## src/rtl/urxq_pkg.sv

```systemverilog
`timescale 1ns/1ps
package urxq_pkg;

    typedef enum logic [1:0] {
        SP_IDLE,
        SP_START,
        SP_DATA,
        SP_STOP
    } samp_state_e;

    typedef enum logic [1:0] {
        QS_EMPTY,
        QS_ONE,
        QS_TWO
    } q_state_e;

endpackage

```

## src/rtl/urxq_deser.sv

```systemverilog
`timescale 1ns/1ps
module urxq_deser
    import urxq_pkg::*;
#(
    parameter int NBITS = 9,
    parameter int OVS   = 16
) (
    input  logic             clk,
    input  logic             rst_n,
    input  logic             en,
    input  logic             tick,
    input  logic             rx,
    output logic             done,
    output logic [NBITS-1:0] word,
    output logic             bad
);
    localparam int CW = $clog2(OVS);
    localparam int BW = $clog2(NBITS + 1);
    localparam logic [CW-1:0] CNT_LAST = CW'(OVS - 1);
    localparam logic [CW-1:0] CNT_HALF = CW'(OVS / 2 - 1);
    localparam logic [BW-1:0] BIT_LAST = BW'(NBITS - 1);

    samp_state_e      st_q, st_d;
    logic [CW-1:0]    cnt_q, cnt_d;
    logic [BW-1:0]    bit_q, bit_d;
    logic [NBITS-1:0] sh_q, sh_d;

    // state register
    always_ff @(posedge clk or negedge rst_n) begin
        if (!rst_n) begin
            st_q  <= SP_IDLE;
            cnt_q <= '0;
            bit_q <= '0;
            sh_q  <= '0;
        end else begin
            st_q  <= st_d;
            cnt_q <= cnt_d;
            bit_q <= bit_d;
            sh_q  <= sh_d;
        end
    end

    // next state
    always_comb begin
        st_d  = st_q;
        cnt_d = cnt_q;
        bit_d = bit_q;
        sh_d  = sh_q;
        if (!en) begin
            st_d  = SP_IDLE;
            cnt_d = '0;
            bit_d = '0;
        end else if (tick) begin
            unique case (st_q)
                SP_IDLE: begin
                    if (!rx) begin
                        st_d  = SP_START;
                        cnt_d = '0;
                    end
                end
                SP_START: begin
                    if (cnt_q == CNT_HALF) begin
                        cnt_d = '0;
                        bit_d = '0;
                        st_d  = rx ? SP_IDLE : SP_DATA;
                    end else begin
                        cnt_d = cnt_q + 1'b1;
                    end
                end
                SP_DATA: begin
                    if (cnt_q == CNT_LAST) begin
                        cnt_d = '0;
                        sh_d  = {rx, sh_q[NBITS-1:1]};
                        if (bit_q == BIT_LAST) begin
                            st_d = SP_STOP;
                        end else begin
                            bit_d = bit_q + 1'b1;
                        end
                    end else begin
                        cnt_d = cnt_q + 1'b1;
                    end
                end
                SP_STOP: begin
                    if (cnt_q == CNT_LAST) begin
                        cnt_d = '0;
                        st_d  = SP_IDLE;
                    end else begin
                        cnt_d = cnt_q + 1'b1;
                    end
                end
                default: st_d = SP_IDLE;
            endcase
        end
    end

    // outputs
    always_comb begin
        done = en && tick && (st_q == SP_STOP) && (cnt_q == CNT_LAST);
        word = sh_q;
        bad  = ~rx;
    end

endmodule

```

## src/rtl/urxq_hold.sv

```systemverilog
`timescale 1ns/1ps
module urxq_hold
    import urxq_pkg::*;
#(
    parameter int W = 9
) (
    input  logic         clk,
    input  logic         rst_n,
    input  logic         en,
    input  logic         push,
    input  logic [W-1:0] push_word,
    input  logic         push_bad,
    input  logic         pop,
    output logic [W-1:0] top_word,
    output logic         top_bad,
    output logic         avail,
    output logic         buf_full,
    output logic         overrun
);
    q_state_e     st_q, st_d;
    logic         ld_push, ld_from_buf, ld_buf, ovf_set;
    logic [W-1:0] top_q, buf_q;
    logic         top_bad_q, buf_bad_q, ovr_q;

    // state register
    always_ff @(posedge clk or negedge rst_n) begin
        if (!rst_n) begin
            st_q <= QS_EMPTY;
        end else begin
            st_q <= st_d;
        end
    end

    // next state and load controls
    always_comb begin
        st_d        = st_q;
        ld_push     = 1'b0;
        ld_from_buf = 1'b0;
        ld_buf      = 1'b0;
        ovf_set     = 1'b0;
        unique case (st_q)
            QS_EMPTY: begin
                if (push) begin
                    st_d    = QS_ONE;
                    ld_push = 1'b1;
                end
            end
            QS_ONE: begin
                if (pop && push) begin
                    ld_push = 1'b1;
                end else if (pop) begin
                    st_d = QS_EMPTY;
                end else if (push) begin
                    st_d   = QS_TWO;
                    ld_buf = 1'b1;
                end
            end
            QS_TWO: begin
                if (pop && push) begin
                    ld_from_buf = 1'b1;
                    ld_buf      = 1'b1;
                end else if (pop) begin
                    st_d        = QS_ONE;
                    ld_from_buf = 1'b1;
                end else if (push) begin
                    ovf_set = 1'b1;
                end
            end
            default: st_d = QS_EMPTY;
        endcase
        if (!en) begin
            st_d        = QS_EMPTY;
            ld_push     = 1'b0;
            ld_from_buf = 1'b0;
            ld_buf      = 1'b0;
            ovf_set     = 1'b0;
        end
    end

    // storage
    always_ff @(posedge clk or negedge rst_n) begin
        if (!rst_n) begin
            top_q     <= '0;
            top_bad_q <= 1'b0;
            buf_q     <= '0;
            buf_bad_q <= 1'b0;
            ovr_q     <= 1'b0;
        end else if (!en) begin
            top_q     <= '0;
            top_bad_q <= 1'b0;
            buf_bad_q <= 1'b0;
            ovr_q     <= 1'b0;
        end else begin
            if (ld_push) begin
                top_q     <= push_word;
                top_bad_q <= push_bad;
            end else if (ld_from_buf) begin
                top_q     <= buf_q;
                top_bad_q <= buf_bad_q;
            end
            if (ld_buf) begin
                buf_q     <= push_word;
                buf_bad_q <= push_bad;
            end
            if (ovf_set) begin
                ovr_q <= 1'b1;
            end
        end
    end

    // outputs
    always_comb begin
        top_word = top_q;
        top_bad  = top_bad_q;
        avail    = (st_q != QS_EMPTY);
        buf_full = (st_q == QS_TWO);
        overrun  = ovr_q;
    end

endmodule

```

## src/rtl/uart_rx_holdq.sv

```systemverilog
`timescale 1ns/1ps
module uart_rx_holdq #(
    parameter int DATA_W   = 8,
    parameter int NINE_BIT = 1,
    parameter int OVS      = 16
) (
    input  logic              clk,
    input  logic              rst_n,
    input  logic              rx_en,
    input  logic              baud_tick,
    input  logic              rx_line,
    input  logic              rd_stb,
    output logic [DATA_W-1:0] rd_data,
    output logic              rd_ninth,
    output logic              data_avail,
    output logic              frame_err,
    output logic              overrun
);
    localparam int NBITS = DATA_W + NINE_BIT;

    logic             char_done;
    logic [NBITS-1:0] char_word;
    logic             char_bad;
    logic [NBITS-1:0] q_top_word;
    logic             q_buf_full;

    urxq_deser #(
        .NBITS (NBITS),
        .OVS   (OVS)
    ) deser_i (
        .clk   (clk),
        .rst_n (rst_n),
        .en    (rx_en),
        .tick  (baud_tick),
        .rx    (rx_line),
        .done  (char_done),
        .word  (char_word),
        .bad   (char_bad)
    );

    urxq_hold #(
        .W (NBITS)
    ) hold_i (
        .clk       (clk),
        .rst_n     (rst_n),
        .en        (rx_en),
        .push      (char_done),
        .push_word (char_word),
        .push_bad  (char_bad),
        .pop       (rd_stb),
        .top_word  (q_top_word),
        .top_bad   (frame_err),
        .avail     (data_avail),
        .buf_full  (q_buf_full),
        .overrun   (overrun)
    );

    assign rd_data = q_top_word[DATA_W-1:0];

    generate
        if (NINE_BIT != 0) begin : g_ninth
            assign rd_ninth = q_top_word[NBITS-1];
        end else begin : g_no_ninth
            assign rd_ninth = 1'b0;
        end
    endgenerate

endmodule

```

## config.mk

```make
export PLATFORM = sky130hd
export DESIGN_NAME = uart_rx_holdq
export DESIGN_NICKNAME = d
export VERILOG_FILES = /design/src/rtl/urxq_pkg.sv /design/src/rtl/urxq_deser.sv /design/src/rtl/urxq_hold.sv /design/src/rtl/uart_rx_holdq.sv
export SDC_FILE = /design/constraint.sdc
export NUM_CORES = 1
export LEC_CHECK = 0
export BUFFER_PORTS_ARGS = -buffer_cell sky130_fd_sc_hd__buf_4
export CORE_AREA = 2 2 75 77
export DETAILED_ROUTE_END_ITERATION = 12
export DIE_AREA = 0 0 77 79
export SLEW_MARGIN = 5
export SYNTH_ARGS = -nofsm -noshare
export SYNTH_HDL_FRONTEND = slang
export SYNTH_SLANG_ARGS = --single-unit
export TNS_END_PERCENT = 1
```

## constraint.sdc

```tcl
create_clock -name clk -period 1.9 [get_ports clk]
set_input_delay 0.19 -clock clk [delete_from_list [all_inputs] [get_ports clk]]
set_output_delay 0.19 -clock clk [all_outputs]
set_load 0.1 [all_outputs]
```

* Word-level counts from Yosys, hierarchy flattened
Index checks and enable logic that the tools add are counted.
** Operators by class
- Add/sub/neg operators :: 2
- Eq/ne operators :: 24
- Muxes and demuxes :: 53
- Bitwise operators :: 1
- Reduce and logical (&&, ||, !) cells :: 14
** Operators with widths (count)
- 2-to-1 mux 4 bit :: 10
- 2-to-1 mux 2 bit :: 15
- 2-to-1 mux 9 bit :: 3
- 2-to-1 mux 1 bit :: 19
- inequality test 3 x 2 -> 1 bit (second input constant) :: 5
- inequality test 3 bit (second input constant) :: 5
- one-hot mux 4 bit (3 select lines) :: 1
- AND reduction 5 bit :: 2
- adder 4 x 1 -> 4 bit (second input constant) :: 2
- equality test 4 bit (second input constant) :: 2
- one-hot mux 2 bit (4 select lines) :: 1
- one-hot mux 4 bit (2 select lines) :: 1
- equality test 2 bit (second input constant) :: 3
- inequality test 2 x 1 -> 1 bit (second input constant) :: 3
- inequality test 3 x 1 -> 1 bit (second input constant) :: 2
- one-hot mux 2 bit (3 select lines) :: 1
- AND reduction 6 bit :: 1
- equality test 2 x 1 -> 1 bit (second input constant) :: 2
- equality test 4 x 3 -> 1 bit (second input constant) :: 1
- logical AND 1 bit :: 4
- zero test 2 bit :: 2
- inequality test 4 x 3 -> 1 bit (second input constant) :: 1
- one-hot mux 1 bit (2 select lines) :: 2
- AND reduction 2 bit :: 2
- 4 further kinds :: 4
** Word-level totals
- Flip-flop bits (word level) :: 42
- Logic and storage cells :: 104

* Depth between registers and ports, before layout
Gate-level depths: netlist (run 1).
- Depth after elaboration :: 10
- Mapped depth :: 9
- Mapped depth without buffers :: 7

* Modules after synthesis
A second synthesis (run 1) with hierarchy kept.
** Unflattened totals
- Cells, all modules :: 204
- Area, all modules :: 2179.6 sq um
** Modules (own cells, without submodules)
- urxq_hold :: times used 1, cells each 110, area each 1147.4 sq um
- urxq_deser :: times used 1, cells each 94, area each 1032.2 sq um

* Least setup slack after synthesis (run 1)
No wires, ideal clock.
- Path kind :: register to register
- Start point :: register hold_i.st_q[0]
- End point :: register hold_i.top_bad_q, in the netlist hold_i.top_bad
- Library setup time :: 0.099 ns
- Arrival time :: 2.107 ns
- Required time :: 1.801 ns
- Slack :: -0.306 ns
- Stages on the path, launching flop included :: 9
- Clock period less this slack :: 2.206 ns
- Path through :: dfrtp_1 -> inv_1 -> ha_1 -> inv_1 -> o21ai_0 -> nand2_1 -> clkbuf_1 -> nor2_1 -> a311oi_1
** Between the ends
- Cells in the longest elaborated chain, start to end :: 5
** Ends and longest elaborated chain
- start: declaration :: RTL line urxq_hold.sv:20 : q_state_e st_q, st_d;
- start signal: assignment :: RTL line urxq_hold.sv:30 : st_q <= st_d;
- equality test 2 x 1 -> 1 bit / zero test 2 bit (equally long branches) :: RTL line urxq_hold.sv:41 : unique case (st_q)
- one-hot mux 1 bit (2 select lines) :: RTL line urxq_hold.sv:41
- 2-to-1 mux 1 bit :: RTL line urxq_hold.sv:71 : if (!en) begin
- 2-to-1 mux 1 bit :: RTL line urxq_hold.sv:94 : if (ld_push) begin
- 2-to-1 mux 1 bit :: RTL line urxq_hold.sv:88 : end else if (!en) begin
- end signal: assignment :: RTL line urxq_hold.sv:96 : top_bad_q <= push_bad;
- end signal: assignment :: RTL line urxq_hold.sv:99 : top_bad_q <= buf_bad_q;
- end: declaration :: RTL line urxq_hold.sv:23 : logic top_bad_q, buf_bad_q, ovr_q;
Parallel ways exist; a longest one is shown, timed or not.
A chain may end at the register's enable or synchronous reset.

* Worst setup path after layout (run 1)
- Start point :: register deser_i.bit_q[0]
- End point :: register deser_i.bit_q[3]
** Between the ends
- Cells in the longest elaborated chain, start to end :: 6
** Ends and longest elaborated chain
- start: declaration :: RTL line urxq_deser.sv:25 : logic [BW-1:0] bit_q, bit_d;
- start signal: assignment :: RTL line urxq_deser.sv:38 : bit_q <= bit_d;
- adder 4 x 1 -> 4 bit :: RTL line urxq_deser.sv:77 : bit_d = bit_q + 1'b1;
- 2-to-1 mux 4 bit :: RTL line urxq_deser.sv:74 : if (bit_q == BIT_LAST) begin
- 2-to-1 mux 4 bit :: RTL line urxq_deser.sv:71 : if (cnt_q == CNT_LAST) begin
- one-hot mux 4 bit (2 select lines) :: RTL line urxq_deser.sv:54 : unique case (st_q)
- 2-to-1 mux 4 bit :: RTL line urxq_deser.sv:53 : end else if (tick) begin
- 2-to-1 mux 4 bit :: RTL line urxq_deser.sv:49 : if (!en) begin
Parallel ways exist; a longest one is shown, timed or not. The select of a mux whose other input is x is not followed.

==> results of run 1 <==
cell type report:
class	instances	area [um2]	area share, %
Multi-Input combinational cell	141	963.4	38.06
Sequential cell	42	1051	41.52
Clock buffer	6	82.58	3.262
Clock inverter	2	60.06	2.373
Timing Repair Buffer	30	227.7	8.997
Inverter	14	56.30	2.224
Tap cell	72	90.09	3.559
cell families (layout without fill, tap and decap cells):
logic type | count (synthesis) | count (layout) | synth area share [%]
mux | 19 | 19 | 10.02
buf+inv | 26 | 52 | 5.421
flops | 42 | 42 | 49.50
xor+xnor | 1 | 1 | 0.4126
simple gates | 72 | 72 | 17.09
compound gates | 43 | 43 | 14.02
fa+ha+maj | 6 | 6 | 3.536
Yosys cell counts:
| master | instances |
|---|---|
| a21oi_1 | 8 |
| mux2i_1 | 1 |
| and3b_1 | 1 |
| nor3_1 | 3 |
| a31oi_1 | 1 |
| o41ai_1 | 2 |
| o21ai_0 | 10 |
| a22oi_1 | 1 |
| mux2_2 | 18 |
| nand3b_1 | 1 |
| nor3_4 | 1 |
| a21oi_2 | 1 |
| nand3_2 | 1 |
| a311oi_1 | 10 |
| nor2_1 | 15 |
| nor3_2 | 1 |
| inv_1 | 14 |
| a21o_1 | 1 |
| o31ai_1 | 2 |
| xnor2_1 | 1 |
| nand2_1 | 20 |
| o221a_2 | 1 |
| ha_1 | 6 |
| o211ai_1 | 2 |
| and3_2 | 1 |
| and2_1 | 2 |
| buf_6 | 2 |
| nor2b_1 | 3 |
| buf_2 | 2 |
| nand2b_1 | 2 |
| buf_1 | 1 |
| o221ai_1 | 1 |
| or4_1 | 3 |
| o211a_1 | 1 |
| o22ai_1 | 2 |
| nand3_1 | 18 |
| dfrtp_1 | 42 |
| clkbuf_1 | 7 |
critical path: cells and delay by family, from the launching register on:
family	cells	cell delay (ns)
buffers and inverters	1	0.06
AND/OR/NAND/NOR	3	0.77
adder cells (fa/ha/maj)	1	0.19
AO/OA/AOI/OAI	2	0.29
flip-flops	1	0.41
report_power, final:
part | total [mW] | leakage (nW) | internal (mW) | switching, mW
Sequential | 0.912 | 0.586 | 0.900 | 0.0121
Clock | 0.881 | 0.0714 | 0.561 | 0.321
Combinational | 0.149 | 0.528 | 0.0474 | 0.102
Total | 1.94 | 1.19 | 1.51 | 0.434
routing by layer:
metal / global-route usage (%) / wire length [um] / up-vias
li1: - / - / 800
met1: 21.35 / 2236 / 791
met2: 23.77 / 1991 / 25
met4: 6.250 / 54 / 0
met5: 0 / 0 / -
met3: 3.636 / 139 / 5
cells in the final DEF, fill, tap and decap left out, types with 3 or more instances in the layout:
master and n:
ha_1 5, buf_4 29, mux2_2 18, nand2_1 20
or4_1 3, nor2_1 15, o21ai_0 9, dfrtp_1 42
a21oi_1 8, a311oi_1 10, nor3_1 3, inv_1 13
clkbuf_8 6, nor2b_1 3, nand3_1 18
sequential cells by signal, summed over array words and instances, names as in the netlist:
| register | count |
|---|---|
| deser_i.word | 9 |
| hold_i.buf_q | 9 |
| hold_i.top_word | 9 |
| deser_i.bit_q | 4 |
| deser_i.cnt_q | 4 |
| deser_i.st_q | 2 |
| hold_i.st_q | 2 |
| hold_i.buf_bad_q | 1 |
| hold_i.overrun | 1 |
| hold_i.top_bad | 1 |
final timing paths:
path | start | endpoint | cells past startpoint
min reg2reg | hold_i.overrun | hold_i.overrun | 2
max | deser_i.bit_q[0] | deser_i.bit_q[3] | 7
min in group asynchronous | rst_n | deser_i.bit_q[3] | 2
max in group asynchronous | rst_n | hold_i.top_word[6] | 2
max reg2reg | deser_i.bit_q[0] | deser_i.bit_q[3] | 7
min | rx_line | deser_i.st_q[1] | 2
timing repair:
item,4_1_cts,5_1_grt
endpoints found under the setup margin,0,11
gates resized for setup,0,2
endpoints found under the hold margin,42,0
hold buffers,1,0
==> impl_metrics.tcl, run 1 <==
set metrics [dict create \
    finalSetupViolCount 0 \
    yosys-top-cells-area "dfrtp_1 (49%), mux2_2 (9.5%), nand3_1 (4.2%), a311oi_1 (4.1%), ha_1 (3.5%)" \
    syn_avg_cell_area_um2 10.16 \
    slowest_delay_ns 0.51 \
    synth_area_leader_cell "dfrtp_1" \
    cts_made_buffers 5 \
    hold_ws_ns 0.1061 \
    setup_tns_ns 0 \
    critPathRequiredTime_ns 2.14 \
    setup_slack_ns 0.1231 \
    vias 1621 \
    end_kind "flop" \
    clk_pin_slew_ns 0.09 \
    clock_path_buffers 2 \
    synth.ff_latch_count 42 \
    cts_sinks 42 \
    viasPerCell 5.280 \
    grt_max_degree 43 \
    postCtsSetupBuffers 0 \
    rsz0062_at_grt "no" \
    drc 0 \
    hp-class "primary input to flop" \
    ys_warn_count 0 \
    design_area_um2 2531 \
    start_util_pct 39.78 \
    detail_route.first_pass.iterations 4 \
    io-pin-count 18 \
    crit_arrival_ns 2.02 \
    synth_area_um2 2123 \
    ir_worst_vdd_mv 0.4637 \
    post-route-period-util_pct 93.52 \
    routed_wl_mm 4.422 \
    synth_nets 221 \
    n_antenna_cell 0 \
    cts_root_buffer "clkbuf_8" \
    place_area_um2 2372 \
    synth_top_area_share_pct 49.50 \
    area_growth_pct 19.21 \
    crit_path_start_kind "flop" \
    antenna_left 0 \
    dp_hpwl_mm 2.903 \
    worst_slew_pin_slew_ns 0.5371 \
    grt_pass1_vias 1526 \
    dp_cells 298 \
    timing.fmax_mhz 562.8 \
    drive_above_1_share_pct 26.81 \
    wire_per_inst_um 14.40 \
    status "finished, final reports clean" \
    antenna_found_initial 0 \
    cp_max_fo 8 \
    grt_overflow 0 \
    final_cells 307 \
    yosysUniqueCellTypes 38 \
    die_h_um 79 \
    leakagePower_nw 1.186 \
    drt-initial-drc-count 114 \
    num_rows 27 \
    crit_chain "inv_1 -> ha_1 -> and3b_1 -> o22ai_1 -> a21oi_2 -> or4_1 -> nand2_1" \
    nets 246 \
    grt_pass1_wl_mm 7.307 \
    grt_usage_pct 15.52 \
    die_area_um2 6083 \
    clock_latency_ns 0.30 \
    drv_cap 0 \
    dp_slack_ns 0.09090 \
    gp_congestion 0.7762 \
    num-fill-cells 521 \
    die_w_um 77 \
    reg2reg_slack_ns 0.12 \
    slew_violations 0 \
    post-route-util_pct 47.42 \
    worstSetupPathType "flop to flop" \
    total_power_mw 1.942 \
    cts_tree "done" \
    yosysSeqAreaShare_pct 49.50 \
    syn_inst 209 \
    htreeDepth 2 \
    relSlewSlack_pct 64.19 \
    layout_min_cycle_time_ns 1.777 \
    hold_viol_final 0 \
    powerDensity_nw_per_um2 767.2 \
    io_buffers 17 \
    core_region_area_um2 5338 \
    crit_slowest_cell "or4_1" \
    clock_skew_ns 0.01231 \
]
No activity file was read; power rests on OpenSTA's default activity.
==> inputs of run 2 (changes only) <==
--- a/config.mk
+++ b/config.mk
@@ -6,11 +6,14 @@
 export NUM_CORES = 1
 export LEC_CHECK = 0
 export BUFFER_PORTS_ARGS = -buffer_cell sky130_fd_sc_hd__buf_4
+export CELL_PAD_IN_SITES_DETAIL_PLACEMENT = 0
+export CELL_PAD_IN_SITES_GLOBAL_PLACEMENT = 1
 export CORE_AREA = 2 2 75 77
 export DETAILED_ROUTE_END_ITERATION = 12
 export DIE_AREA = 0 0 77 79
+export PLACE_DENSITY_LB_ADDON = 0.1
 export SLEW_MARGIN = 5
 export SYNTH_ARGS = -nofsm -noshare
 export SYNTH_HDL_FRONTEND = slang
 export SYNTH_SLANG_ARGS = --single-unit
-export TNS_END_PERCENT = 1
+export TNS_END_PERCENT = 5
==> run 2 against run 1 <==
  * Clock-buffer cell count is the same
  * Total power fell by 15%
  * Critical path type unchanged
  * Highest routed layer unchanged
  * Register-to-register slack worse by 0.02 ns
  * Die area unchanged
  * Sequential share of layout area decreased by 0.16 points
==> impl_metrics.tcl, run 2 (synthesis results as in run 1) <==
set metrics [dict create \
    status "finished, final reports clean" \
    htreeDepth 2 \
    multi_input_area_um2 987.2 \
    clk_pin_slew_ns 0.08 \
    wire_per_inst_um 15.12 \
    slew_violations 0 \
    setup_slack_ns 0.1009 \
    clock_skew_ns 0.008384 \
    dp_slack_ns 0.0008047 \
    antenna_found_initial 0 \
    regArea_um2 1051 \
    crit_path_start_kind "flop" \
    rsz0062_at_grt "no" \
    final_common_cell "dfrtp_1" \
    worst-path-stages 7 \
    cts_tree "done" \
    crit_chain "ha_2 -> buf_4 -> and2_1 -> o221a_2 -> a21oi_4 -> or4_1 -> nand2_1" \
    die_area_um2 6083 \
    detail_route.first_pass.iterations 4 \
    grt_pass1_vias 1671 \
    dp_cells 299 \
    routed_wl_mm 4.717 \
    drc 0 \
    end_kind "flop" \
    num-fill-cells 524 \
    cts_root_buffer "clkbuf_8" \
    worstSetupPathType "flop to flop" \
    grt_pass1_wl_mm 7.914 \
    timing.fmax_mhz 555.8 \
    powerDensity_nw_per_um2 646.5 \
    leakagePower_nw 1.196 \
    die_h_um 79 \
    crit_arrival_ns 2.03 \
    antenna_left 0 \
    layout_min_cycle_time_ns 1.799 \
    n_antenna_cell 0 \
    cp_max_fo 8 \
    setup_tns_ns 0 \
    nets 251 \
    cts_sinks 42 \
    vias 1665 \
    area_growth_pct 19.68 \
    critPathRequiredTime_ns 2.13 \
    cts_made_buffers 5 \
    viasPerCell 5.337 \
    slowest_delay_ns 0.50 \
    hp-class "primary input to flop" \
    post-route-util_pct 47.61 \
    crit_slowest_cell "or4_1" \
    finalSetupViolCount 0 \
    post-route-period-util_pct 94.69 \
    grt_max_degree 43 \
    hold_depth 2 \
    drive_above_1_share_pct 28.75 \
    crit_buf_inv 1 \
    core_region_area_um2 5338 \
    grt_overflow 0 \
    io_buffers 17 \
    start_util_pct 39.78 \
    num_rows 27 \
    relSlewSlack_pct 62.54 \
    drt-initial-drc-count 93 \
    dp_hpwl_mm 3.153 \
    layout_common_cells "dfrtp_1 (42), buf_4 (32), nand2_1 (20)" \
    grt_usage_pct 16.44 \
    critPathTopFamily "simple AND/OR/NAND/NOR gates" \
    clock_latency_ns 0.29 \
    hold_ws_ns 0.1075 \
    r2r_cells 7 \
    final_cells 312 \
    die_w_um 77 \
    hold_viol_final 0 \
    worst_slew_pin_slew_ns 0.5619 \
    ir_worst_vdd_mv 0.3751 \
    drv_cap 0 \
    io-pin-count 18 \
    clock_path_buffers 2 \
    gp_congestion 0.8518 \
]
[run 2: per-layer routing]
| layer | track usage [%] | wire length [um] | vias to the layer above |
|---|---|---|---|
| li1 | - | - | 810 |
| met1 | 22.61 | 2329 | 816 |
| met2 | 25.70 | 2177 | 35 |
| met3 | 4.091 | 177 | 4 |
| met4 | 5.179 | 33 | 0 |
| met5 | 0 | 0 | - |
[run 2: cell type report]
class	count	share of cell area (%)
Sequential cell	42	41.36
Multi-Input combinational cell	142	38.85
Timing Repair Buffer	34	10.64
Tap cell	72	3.545
Clock buffer	6	2.856
Inverter	14	2.216
Clock inverter	2	0.5416
[run 2: final timing paths]
kind | start | end | slack, ns
min in group asynchronous | rst_n | deser_i.st_q[0] | 0.43
hold reg to reg | hold_i.overrun | hold_i.overrun | 0.51
setup / recovery | deser_i.cnt_q[1] | deser_i.bit_q[3] | 0.10
setup reg to reg | deser_i.cnt_q[1] | deser_i.bit_q[3] | 0.10
hold / removal | rx_line | deser_i.st_q[1] | 0.11
max in group asynchronous | rst_n | deser_i.bit_q[1] | 1.08
[run 2: power by group]
group          internal (mW)  switching (mW)  leakage, nW  total, mW
Combinational         0.0513           0.114        0.565      0.166
Clock                  0.260           0.311       0.0452      0.571
Sequential             0.900         0.00662        0.586      0.906
Total                   1.21           0.432         1.20       1.64
[run 2: metrics by stage]
step	power, mW	instance area [um2]
after global routing	1.721	2541
after floorplan	1.021	2130
after detailed placement	1.079	2392
after global placement	1.075	2392
after CTS	1.663	2500
final	1.643	2541
[run 2: repair_timing]
item	in CTS	in global routing
hold buffers	1	0
pin swaps	0	2
hold endpoints to repair	42	0
gates resized for setup	2	4
gates cloned	0	1
setup buffers	0	3
setup endpoints to repair	11	10
